<file path="src/rtl/sfe_pkg.sv">
package sfe_pkg;
  // Kind of access accepted at a clock edge
  typedef enum logic [1:0] {
    ACC_NONE = 2'd0,
    ACC_PROC = 2'd1,
    ACC_CTRL = 2'd2,
    ACC_ADV  = 2'd3
  } acc_kind_t;

  localparam int unsigned BURST_W = 2;
endpackage

</file>
<file path="src/rtl/sfe_strobe_arb.sv">
module sfe_strobe_arb
  import sfe_pkg::*;
(
  input  logic      proc_stb_n,
  input  logic      ctrl_stb_n,
  input  logic      ce1_n,
  input  logic      adv_n,
  input  logic      active,
  output acc_kind_t kind
);
  always_comb begin
    kind = ACC_NONE;
    if (active) begin
      if (!proc_stb_n && !ce1_n)
        kind = ACC_PROC;
      else if (!ctrl_stb_n)
        kind = ACC_CTRL;
      else if (!adv_n)
        kind = ACC_ADV;
    end
  end
endmodule

</file>
<file path="src/rtl/sfe_burst_addr.sv">
module sfe_burst_addr
  import sfe_pkg::*;
#(
  parameter int unsigned ADDR_W = 6
) (
  input  logic              clk,
  input  logic              rst,
  input  acc_kind_t         kind,
  input  logic [ADDR_W-1:0] addr_in,
  output logic [ADDR_W-1:0] nxt_addr,
  output logic [ADDR_W-1:0] cur_addr
);
  localparam int unsigned UP_W = ADDR_W - BURST_W;

  logic [UP_W-1:0]    up_q;
  logic [BURST_W-1:0] cnt_q;
  logic [UP_W-1:0]    up_d;
  logic [BURST_W-1:0] cnt_d;

  always_comb begin
    up_d  = up_q;
    cnt_d = cnt_q;
    case (kind)
      ACC_PROC, ACC_CTRL: begin
        up_d  = addr_in[ADDR_W-1:BURST_W];
        cnt_d = addr_in[BURST_W-1:0];
      end
      ACC_ADV: cnt_d = cnt_q + 1'b1;
      default: ;
    endcase
  end

  always_ff @(posedge clk) begin
    if (rst) begin
      up_q  <= '0;
      cnt_q <= '0;
    end else begin
      up_q  <= up_d;
      cnt_q <= cnt_d;
    end
  end

  assign nxt_addr = {up_d, cnt_d};
  assign cur_addr = {up_q, cnt_q};
endmodule

</file>
<file path="src/rtl/sfe_mem_array.sv">
module sfe_mem_array #(
  parameter int unsigned ADDR_W = 6,
  parameter int unsigned DATA_W = 8
) (
  input  logic              clk,
  input  logic              rst,
  input  logic              req_wr,
  input  logic [ADDR_W-1:0] req_addr,
  input  logic [DATA_W-1:0] req_data,
  input  logic              rd_en,
  input  logic [ADDR_W-1:0] rd_addr,
  output logic [DATA_W-1:0] rd_data
);
  localparam int unsigned DEPTH = 1 << ADDR_W;

  logic [DATA_W-1:0] mem [DEPTH];
  logic              pend_q;
  logic [ADDR_W-1:0] pend_addr_q;
  logic [DATA_W-1:0] pend_data_q;
  logic [DATA_W-1:0] rd_q;

  // Registered write request (address and bus data)
  always_ff @(posedge clk) begin
    if (rst) begin
      pend_q      <= 1'b0;
      pend_addr_q <= '0;
      pend_data_q <= '0;
    end else begin
      pend_q      <= req_wr;
      pend_addr_q <= req_addr;
      pend_data_q <= req_data;
    end
  end

  // Array write port, no reset so it maps onto block RAM
  always_ff @(posedge clk) begin
    if (pend_q)
      mem[pend_addr_q] <= pend_data_q;
  end

  // Registered read with bypass of the write being committed
  always_ff @(posedge clk) begin
    if (rst)
      rd_q <= '0;
    else if (rd_en) begin
      if (pend_q && (pend_addr_q == rd_addr))
        rd_q <= pend_data_q;
      else
        rd_q <= mem[rd_addr];
    end
  end

  assign rd_data = rd_q;
endmodule

</file>
<file path="src/rtl/burst_sram_frontend.sv">
module burst_sram_frontend
  import sfe_pkg::*;
#(
  parameter int unsigned ADDR_W = 6,
  parameter int unsigned DATA_W = 8
) (
  input  logic              clk,
  input  logic              rst,
  input  logic              proc_stb_n,
  input  logic              ctrl_stb_n,
  input  logic              ce1_n,
  input  logic              adv_n,
  input  logic              we_n,
  input  logic              oe_n,
  input  logic              sleep,
  input  logic [ADDR_W-1:0] addr,
  input  logic [DATA_W-1:0] dq_in,
  output logic [DATA_W-1:0] dq_out,
  output logic              dq_oe
);
  acc_kind_t         kind;
  logic              sleep_q;
  logic              active;
  logic              oe_q;
  logic              wr_req;
  logic [ADDR_W-1:0] nxt_addr;
  logic [ADDR_W-1:0] cur_addr;

  // Sleep history: the edge after sleep falls is still idle
  always_ff @(posedge clk) begin
    if (rst) begin
      sleep_q <= 1'b0;
      oe_q    <= 1'b0;
    end else begin
      sleep_q <= sleep;
      oe_q    <= !oe_n && !sleep;
    end
  end

  assign active = !sleep && !sleep_q;

  sfe_strobe_arb u_arb (
    .proc_stb_n (proc_stb_n),
    .ctrl_stb_n (ctrl_stb_n),
    .ce1_n      (ce1_n),
    .adv_n      (adv_n),
    .active     (active),
    .kind       (kind)
  );

  sfe_burst_addr #(.ADDR_W(ADDR_W)) u_addr (
    .clk      (clk),
    .rst      (rst),
    .kind     (kind),
    .addr_in  (addr),
    .nxt_addr (nxt_addr),
    .cur_addr (cur_addr)
  );

  assign wr_req = ((kind == ACC_CTRL) || (kind == ACC_ADV)) && !we_n;

  sfe_mem_array #(.ADDR_W(ADDR_W), .DATA_W(DATA_W)) u_mem (
    .clk      (clk),
    .rst      (rst),
    .req_wr   (wr_req),
    .req_addr (nxt_addr),
    .req_data (dq_in),
    .rd_en    (!sleep),
    .rd_addr  (cur_addr),
    .rd_data  (dq_out)
  );

  assign dq_oe = oe_q;
endmodule

</file>
<file path="config.mk">
export PLATFORM = sky130hd
export DESIGN_NAME = burst_sram_frontend
export DESIGN_NICKNAME = d
export VERILOG_FILES = /design/src/rtl/sfe_pkg.sv /design/src/rtl/sfe_strobe_arb.sv /design/src/rtl/sfe_burst_addr.sv /design/src/rtl/sfe_mem_array.sv /design/src/rtl/burst_sram_frontend.sv
export SDC_FILE = /design/constraint.sdc
export NUM_CORES = 1
export LEC_CHECK = 0
export ABC_CLOCK_PERIOD_IN_PS = 3200
export BUFFER_PORTS_ARGS = -buffer_cell sky130_fd_sc_hd__buf_2
export CORE_UTILIZATION = 45
export CTS_BUF_LIST = sky130_fd_sc_hd__clkbuf_4 sky130_fd_sc_hd__clkbuf_8 sky130_fd_sc_hd__clkbuf_16
export DETAILED_ROUTE_END_ITERATION = 8
export GPL_TIMING_DRIVEN = 1
export PLACE_DENSITY = 0.6
export SYNTH_ARGS = -nofsm -noshare
export SYNTH_HDL_FRONTEND = slang
export SYNTH_SLANG_ARGS = --single-unit
</file>
<file path="constraint.sdc">
create_clock -name clk -period 3.2 [get_ports clk]
set_clock_uncertainty 0.2 [all_clocks]
set_input_delay 0 -clock clk [delete_from_list [all_inputs] [get_ports clk]]
set_output_delay 0 -clock clk [all_outputs]
set_load 0.01 [all_outputs]
</file>
==> results of run 1 <==
[routing by layer]
metal  global-route usage  up-vias  routed length (µm)
met1               0.3466     6229               24180
met2               0.3715      602               26270
met5                    0        -                  13
met3              0.04231      123                4641
met4              0.09930        2                1982
li1                     -     5278                   -
[worst max-delay path by stage]
stage,slack (ps),to,from
after floorplan,840,u_mem.mem[13][0],u_mem.pend_addr_q[0]
after global placement,120,u_mem.rd_data[3],u_mem.pend_addr_q[1]
after detailed placement,160,u_mem.rd_data[3],u_mem.pend_addr_q[1]
after CTS,170,u_mem.rd_data[3],u_mem.pend_addr_q[1]
after global routing,170,u_mem.rd_data[3],u_mem.pend_addr_q[1]
final,160,u_mem.mem[28][6],u_mem.pend_addr_q[0]
[report_power, final]
group / leakage (nW) / switching [mW] / internal, mW / total, mW
Combinational: 2.56 / 0.634 / 0.452 / 1.09
Sequential: 4.89 / 0.122 / 7.72 / 7.84
Clock: 0.999 / 2.70 / 4.40 / 7.10
[metrics by stage]
| stage | utilization | worst slack (ps) | std cells |
|---|---|---|---|
| after floorplan | - | 839.2 | 1193 |
| after global placement | 0.4991 | 123.3 | 1899 |
| after detailed placement | 0.4991 | 164.9 | 1899 |
| after CTS | 0.5530 | 165.4 | 2046 |
| after global routing | 0.5530 | 170.5 | 2046 |
| final | 0.5530 | 157.8 | 2046 |
[state kept, by name (all words and copies together), names as in the netlist]
register,cells
dq_oe,1
u_mem.rd_data,8
sleep_q,1
u_mem.mem,512
u_mem.pend_q,1
u_mem.pend_addr_q,6
u_mem.pend_data_q,8
[layout make-up]
cell class | count | area (µm²) | area share
sequential | 537 | 15900 | 0.6281
multi-input combinational | 572 | 4757 | 0.1879
timing repair buffer | 230 | 1877 | 0.07415
clock buffer | 57 | 1374 | 0.05428
tap | 600 | 750.7 | 0.02966
clock inverter | 44 | 633.1 | 0.02501
inverter | 6 | 22.52 | 0.0008898
[worst register-to-register path, stage by stage, from the launching register on]
cell and delay, ps:
dfxtp_4 450, inv_1 750, buf_4 240, nand3_1 510, nor2_1 350, buf_4 230
[cells in the mapped netlist, types with 12 or more instances]
library cell  number  area, µm²
clkbuf_1          25      93.84
mux2_2            33      371.6
mux4_2            48       1081
o22ai_1           30      187.7
dfxtp_1           25      500.5
edfxtp_1         512      15370
a21oi_1           33      165.2
buf_2             34      170.2
a221oi_1          41      359.1
a22o_1            12      105.1
mux2i_1           64      640.6
nand3_1           12      60.06
nor2_1            86      322.8
a211oi_1          16      120.1
a22oi_1           26      195.2
nand2_1           39      146.4
o21ai_0           15      75.07
nor2b_1           21      131.4
[kinds of logic after synthesis]
family	count (synthesis)	synth area share
multiplexers	147	0.1004
AND/OR/NAND/NOR	192	0.04186
AO/OA/AOI/OAI	230	0.08147
adder cells (fa/ha/maj)	3	0.001782
flip-flops	537	0.7534
buffers and inverters	84	0.02108
[placed cells by master, fill, tap and decap left out, types with 5 or more instances in the layout]
cell	netlist	layout
dfxtp_2	0	8
a211oi_1	16	16
clkinv_1	1	8
o22ai_1	30	30
a221oi_1	41	41
bufinv_16	0	16
nor2_1	86	86
nand2_1	39	39
a22o_1	12	12
buf_4	11	144
buf_2	34	31
nand3_1	12	12
a221o_1	10	10
clkinv_2	0	17
o2bb2ai_1	5	5
a22oi_1	26	26
a31oi_1	11	11
nor2b_1	21	19
a21oi_1	33	33
dlygate4sd3_1	0	46
buf_12	0	9
mux4_2	48	48
mux2i_1	64	64
o21ai_0	15	15
nor3_1	8	8
edfxtp_1	512	512
mux2_2	33	33
clkbuf_16	0	54
dfxtp_1	25	14
[repair_timing]
| item | CTS | global route |
|---|---|---|
| setup buffers | 0 | 0 |
| hold endpoints to repair | 25 | 0 |
| hold buffers | 46 | 0 |
==> impl_metrics.py, run 1 <==
metrics = {
    "placement": {
        "dp.final_hpwl_um": 35870,
        "io_buffer_count": 31,
        "gp_congestion": 0.9008,
        "place_area_um2": 22840,
    },
    "floorplan": {
        "io_pins": 32,
        "core_um2": 45770,
        "die_h_um": 218.4,
        "dieArea_um2": 47690,
        "die_w_um": 218.4,
        "num_rows": 78,
        "start_util": 0.4604,
    },
    "synth": {
        "syn-num-nets": 1219,
        "yosys_warnings": 0,
        "synthCells": 1193,
        "synthFlopType": "edfxtp_1",
        "ys_types": 61,
        "syn_area_um2": 21070,
        "synth_edf_count": 512,
        "synth-seq-area-share": 0.7534,
        "ys_async_sr_fraction": 0,
        "ys_seq_elements": 537,
        "postSynthAreaPerCell_um2": 17.66,
    },
    "grt": {
        "first_global_vias": 12120,
        "grt_pass1_wl_um": 83020,
        "gr-usage-all-layers": 0.2434,
        "grt_overflow": 0,
        "antenna_found_initial": 1,
        "grt_max_degree": 66,
    },
    "clock_network": {
        "cts_buffer_depth": 3,
        "root_buffer": "clkbuf_16",
        "cts_tree": "done",
        "clk_pin_slew_worst_paths_ps": 60,
        "cts_max_level": 2,
        "cts_sinks": 537,
        "cts_resized": 0,
        "clock_latency_ps": 610,
        "cts_buffers": 54,
    },
    "sta": {
        "setup_viol": 0,
        "fmax_mhz": 328.7,
        "hold_viol_final": 0,
        "setup_tns_ps": 0,
        "period_needed_ps": 3042,
        "tightest_slew_ps": 1134,
        "slew_violations": 0,
        "holdWs_ps": 48.29,
        "relSlewSlack": 0.2412,
        "rsz0062_at_grt": "false",
        "finalCritPeriodShare": 0.9507,
    },
    "cells_and_area": {
        "fin_nets": 1427,
        "final_area_um2": 25310,
        "syn2layout_area_growth_pct": 20.12,
        "diodes": 0,
        "nFillCells": 3545,
        "drive_gt1_frac": 0.2656,
    },
    "worst_setup_path": {
        "r2r_cells": 5,
        "cp-end-kind": "register",
        "r2r_end": "u_mem.mem[28][6]",
        "cp_max_fo": 23,
        "r2r_slack_ps": 160,
        "cp_top_family": "buffers and inverters",
        "cp_cell_sequence": "inv_1 > buf_4 > nand3_1 > nor2_1 > buf_4",
        "crit_arrival_ps": 3150,
        "cp_common_cell": "buf_4",
        "crit_type": "reg -> reg",
        "path_buf_inv": 3,
        "required_ps": 3300,
        "crit_cells": 5,
        "crit_path_max_incr_delay_ps": 750,
        "worstReg2RegStart": "u_mem.pend_addr_q[0]",
        "startpoint_type": "register",
        "cpMaxStageDelayCell": "inv_1",
    },
    "worst_hold_path": {
        "hold_end": "u_mem.pend_addr_q[0]",
        "hold_path.startpoint": "proc_stb_n",
        "min_path_cells": 6,
        "hp-class": "in -> reg",
    },
    "outcome": {
        "status": "complete, no violations",
    },
    "job": {
        "maxCapViolations": 0,
    },
    "power": {
        "cellPowerDensity_nw_per_um2": 633.2,
        "total_power_mw": 16.03,
        "leakage_nw": 8.454,
        "peakVddDrop_mv": 0.4487,
    },
    "route": {
        "drtPass1Iterations": 7,
        "drcViolationCount": 0,
        "ant_nets": 0,
        "viasPerCell": 5.979,
        "wl_per_cell_um": 27.90,
        "num_vias": 12230,
        "finalWirelength_um": 57080,
        "drt_iter0_drc": 1413,
    },
}
Note: power is estimated with default switching activity, not from simulation.
==> inputs of run 2 (changes only) <==
--- a/config.mk
+++ b/config.mk
@@ -5,7 +5,7 @@
 export SDC_FILE = /design/constraint.sdc
 export NUM_CORES = 1
 export LEC_CHECK = 0
-export ABC_CLOCK_PERIOD_IN_PS = 3200
+export ABC_CLOCK_PERIOD_IN_PS = 3700
 export BUFFER_PORTS_ARGS = -buffer_cell sky130_fd_sc_hd__buf_2
 export CORE_UTILIZATION = 45
 export CTS_BUF_LIST = sky130_fd_sc_hd__clkbuf_4 sky130_fd_sc_hd__clkbuf_8 sky130_fd_sc_hd__clkbuf_16
==> constraint.sdc (replaced) <==
create_clock -name clk -period 3.7 [get_ports clk]
set_clock_uncertainty 0.2 [all_clocks]
set_input_delay 0 -clock clk [delete_from_list [all_inputs] [get_ports clk]]
set_output_delay 0 -clock clk [all_outputs]
set_load 0.01 [all_outputs]
==> run 2 against run 1 <==
Worst setup slack better by 350 ps; critical path type unchanged; largest cell class unchanged; routed wire length down 1.4%; highest routed layer is now met4; non-clock buffer count down 36; largest power group unchanged.
==> impl_metrics.py, run 2 (synthesized netlist as in run 1, its figures left out) <==
metrics = {
    "worst_hold_path": {
        "hold_path.startpoint": "sleep",
        "min_path_cells": 6,
        "hp-class": "in -> reg",
        "hold_end": "u_mem.rd_data[6]",
    },
    "cells_and_area": {
        "syn2layout_area_growth_pct": 17.62,
        "drive_gt1_frac": 0.2413,
        "nFillCells": 3589,
        "final_common_cell": "edfxtp_1",
        "layout_common_cells": "edfxtp_1 (512), buf_4 (112), nor2_1 (86)",
        "largest-register": "u_mem.mem",
        "diodes": 0,
        "largest_reg_flops": 512,
        "fin_nets": 1391,
    },
    "clock_network": {
        "cts_tree": "done",
        "root_buffer": "clkbuf_16",
        "cts_resized": 0,
        "post_cts_buffers": 0,
        "clock_latency_ps": 610,
        "clk_pin_slew_worst_paths_ps": 70,
        "cts_sinks": 537,
        "cts_buffers": 54,
        "cts_buffer_depth": 3,
        "cts_max_level": 2,
    },
    "worst_setup_path": {
        "r2r_end": "u_mem.rd_data[3]",
        "cp-end-kind": "register",
        "cp_max_fo": 40,
        "cp_cell_sequence": "buf_4 > buf_4 > nand2b_1 > o22ai_1 > o21ai_0 > o2111ai_1 > a211oi_1 > a211oi_1",
        "worstReg2RegStart": "u_mem.pend_addr_q[2]",
        "crit_type": "reg -> reg",
        "crit_arrival_ps": 3510,
        "r2r_cells": 8,
        "startpoint_type": "register",
        "r2r_slack_ps": 510,
        "crit_path_max_incr_delay_ps": 730,
        "cpMaxStageDelayCell": "dfxtp_4",
        "required_ps": 4020,
    },
    "route": {
        "drcViolationCount": 0,
        "finalWirelength_um": 56310,
        "ant_nets": 0,
        "drtPass1Iterations": 5,
        "num_vias": 12190,
        "drt_iter0_drc": 1380,
        "wl_per_cell_um": 28.03,
        "viasPerCell": 6.067,
    },
    "floorplan": {
        "dieArea_um2": 47690,
        "io_pins": 32,
        "start_util": 0.4604,
        "die_h_um": 218.4,
        "num_rows": 78,
        "die_w_um": 218.4,
        "core_um2": 45770,
    },
    "power": {
        "power.internal_mw": 10.32,
        "power_frac_seq": 0.513,
        "clkPwrFrac": 0.421,
        "swShare": 0.2221,
        "comb_power_share": 0.066,
        "power.switching_mw": 2.946,
        "peakVddDrop_mv": 0.4065,
        "cellPowerDensity_nw_per_um2": 535.1,
        "leakage_nw": 8.152,
        "total_power_mw": 13.26,
    },
    "placement": {
        "gp_congestion": 0.9154,
        "dp_slack_ps": 600.8,
        "io_buffer_count": 31,
        "dp.final_hpwl_um": 35120,
    },
    "grt": {
        "grt_max_degree": 50,
        "first_global_vias": 12030,
        "grt_pass1_wl_um": 82230,
        "antenna_found_initial": 0,
        "gr-usage-all-layers": 0.2405,
        "grt_overflow": 0,
    },
    "sta": {
        "setup_ws_ps": 507.0,
        "rsz0062_at_grt": "false",
        "setup_viol": 0,
        "finalCritPeriodShare": 0.8630,
        "tightest_slew_ps": 1078,
        "slew_violations": 0,
        "hold_viol_final": 0,
        "period_needed_ps": 3193,
        "setup_tns_ps": 0,
        "fmax_mhz": 313.2,
        "relSlewSlack": 0.2814,
    },
    "outcome": {
        "status": "complete, no violations",
    },
    "job": {
        "maxCapViolations": 0,
    },
}
==> run 2: changes by cell type in the layout (fill, tap and decap cells not counted), moves of 2 or more <==
cell / previous run / this run
clkinvlp_4: 1 / 3
bufinv_16: 16 / 8
buf_12: 9 / 4
buf_4: 144 / 112
clkinv_1: 8 / 14
clkinv_2: 17 / 15
==> run 2: per-stage QoR <==
step                      hold WS (ps)  cells  area [µm²]    util
final                            288.8   2009       24790  0.5415
after floorplan                 -128.4   1193       21070       -
after CTS                        242.3   2009       24790  0.5415
after global placement          -34.83   1862       22500  0.4916
after global routing             318.4   2009       24790  0.5415
after detailed placement        -36.74   1862       22500  0.4916
==> run 2: timing repair <==
item,CTS,global route
endpoints found under the setup margin,0,0
endpoints found under the hold margin,25,0
hold buffers,47,0
==> run 2: how the worst max path moves through the flow <==
stage,start,endpoint,slack [ps],depth (start not counted)
3_3_place_gp,u_mem.pend_addr_q[1],u_mem.rd_data[3],650,6
2_1_floorplan,u_mem.pend_addr_q[0],u_mem.mem[13][0],1340,7
3_5_place_dp,u_mem.pend_addr_q[1],u_mem.rd_data[3],600,7
5_1_grt,u_mem.pend_addr_q[1],u_mem.rd_data[3],500,7
4_1_cts,u_mem.pend_addr_q[1],u_mem.rd_data[3],610,7
6_report,u_mem.pend_addr_q[2],u_mem.rd_data[3],510,8
==> run 2: power by group through the flow <==
| stage | logic [mW] | registers (mW) | clock network, mW |
|---|---|---|---|
| after global placement | 0.819 | 6.93 | 0 |
| final | 0.872 | 6.80 | 5.59 |
| after floorplan | 0.519 | 6.87 | 0 |
| after global routing | 0.918 | 6.81 | 5.88 |
| after CTS | 0.864 | 6.80 | 5.67 |
| after detailed placement | 0.823 | 6.93 | 0 |
==> run 2: layer usage <==
| metal | wire length [µm] | GRT usage |
|---|---|---|
| met5 | 0 | 0 |
| met4 | 1776 | 0.08065 |
| met3 | 4295 | 0.03994 |
| met2 | 25730 | 0.3634 |
| met1 | 24500 | 0.3540 |
==> run 2: worst max-delay path, delay by kind of cell, from the launching register on <==
kind | cells | cell delay, ps
compound gates | 5 | 1130
buf+inv | 2 | 670
flops | 1 | 730
simple gates | 1 | 340
==> run 2: area by class of cell <==
type,instances,area (µm²),area share
flip-flops and latches,537,15900,0.6414
multi-input cells,572,4757,0.1919
repair buffers,194,1546,0.06240
clock buffers,58,1399,0.05644
well taps,600,750.7,0.03029
clock inverters,42,412.9,0.01666
inverters,6,22.52,0.0009087
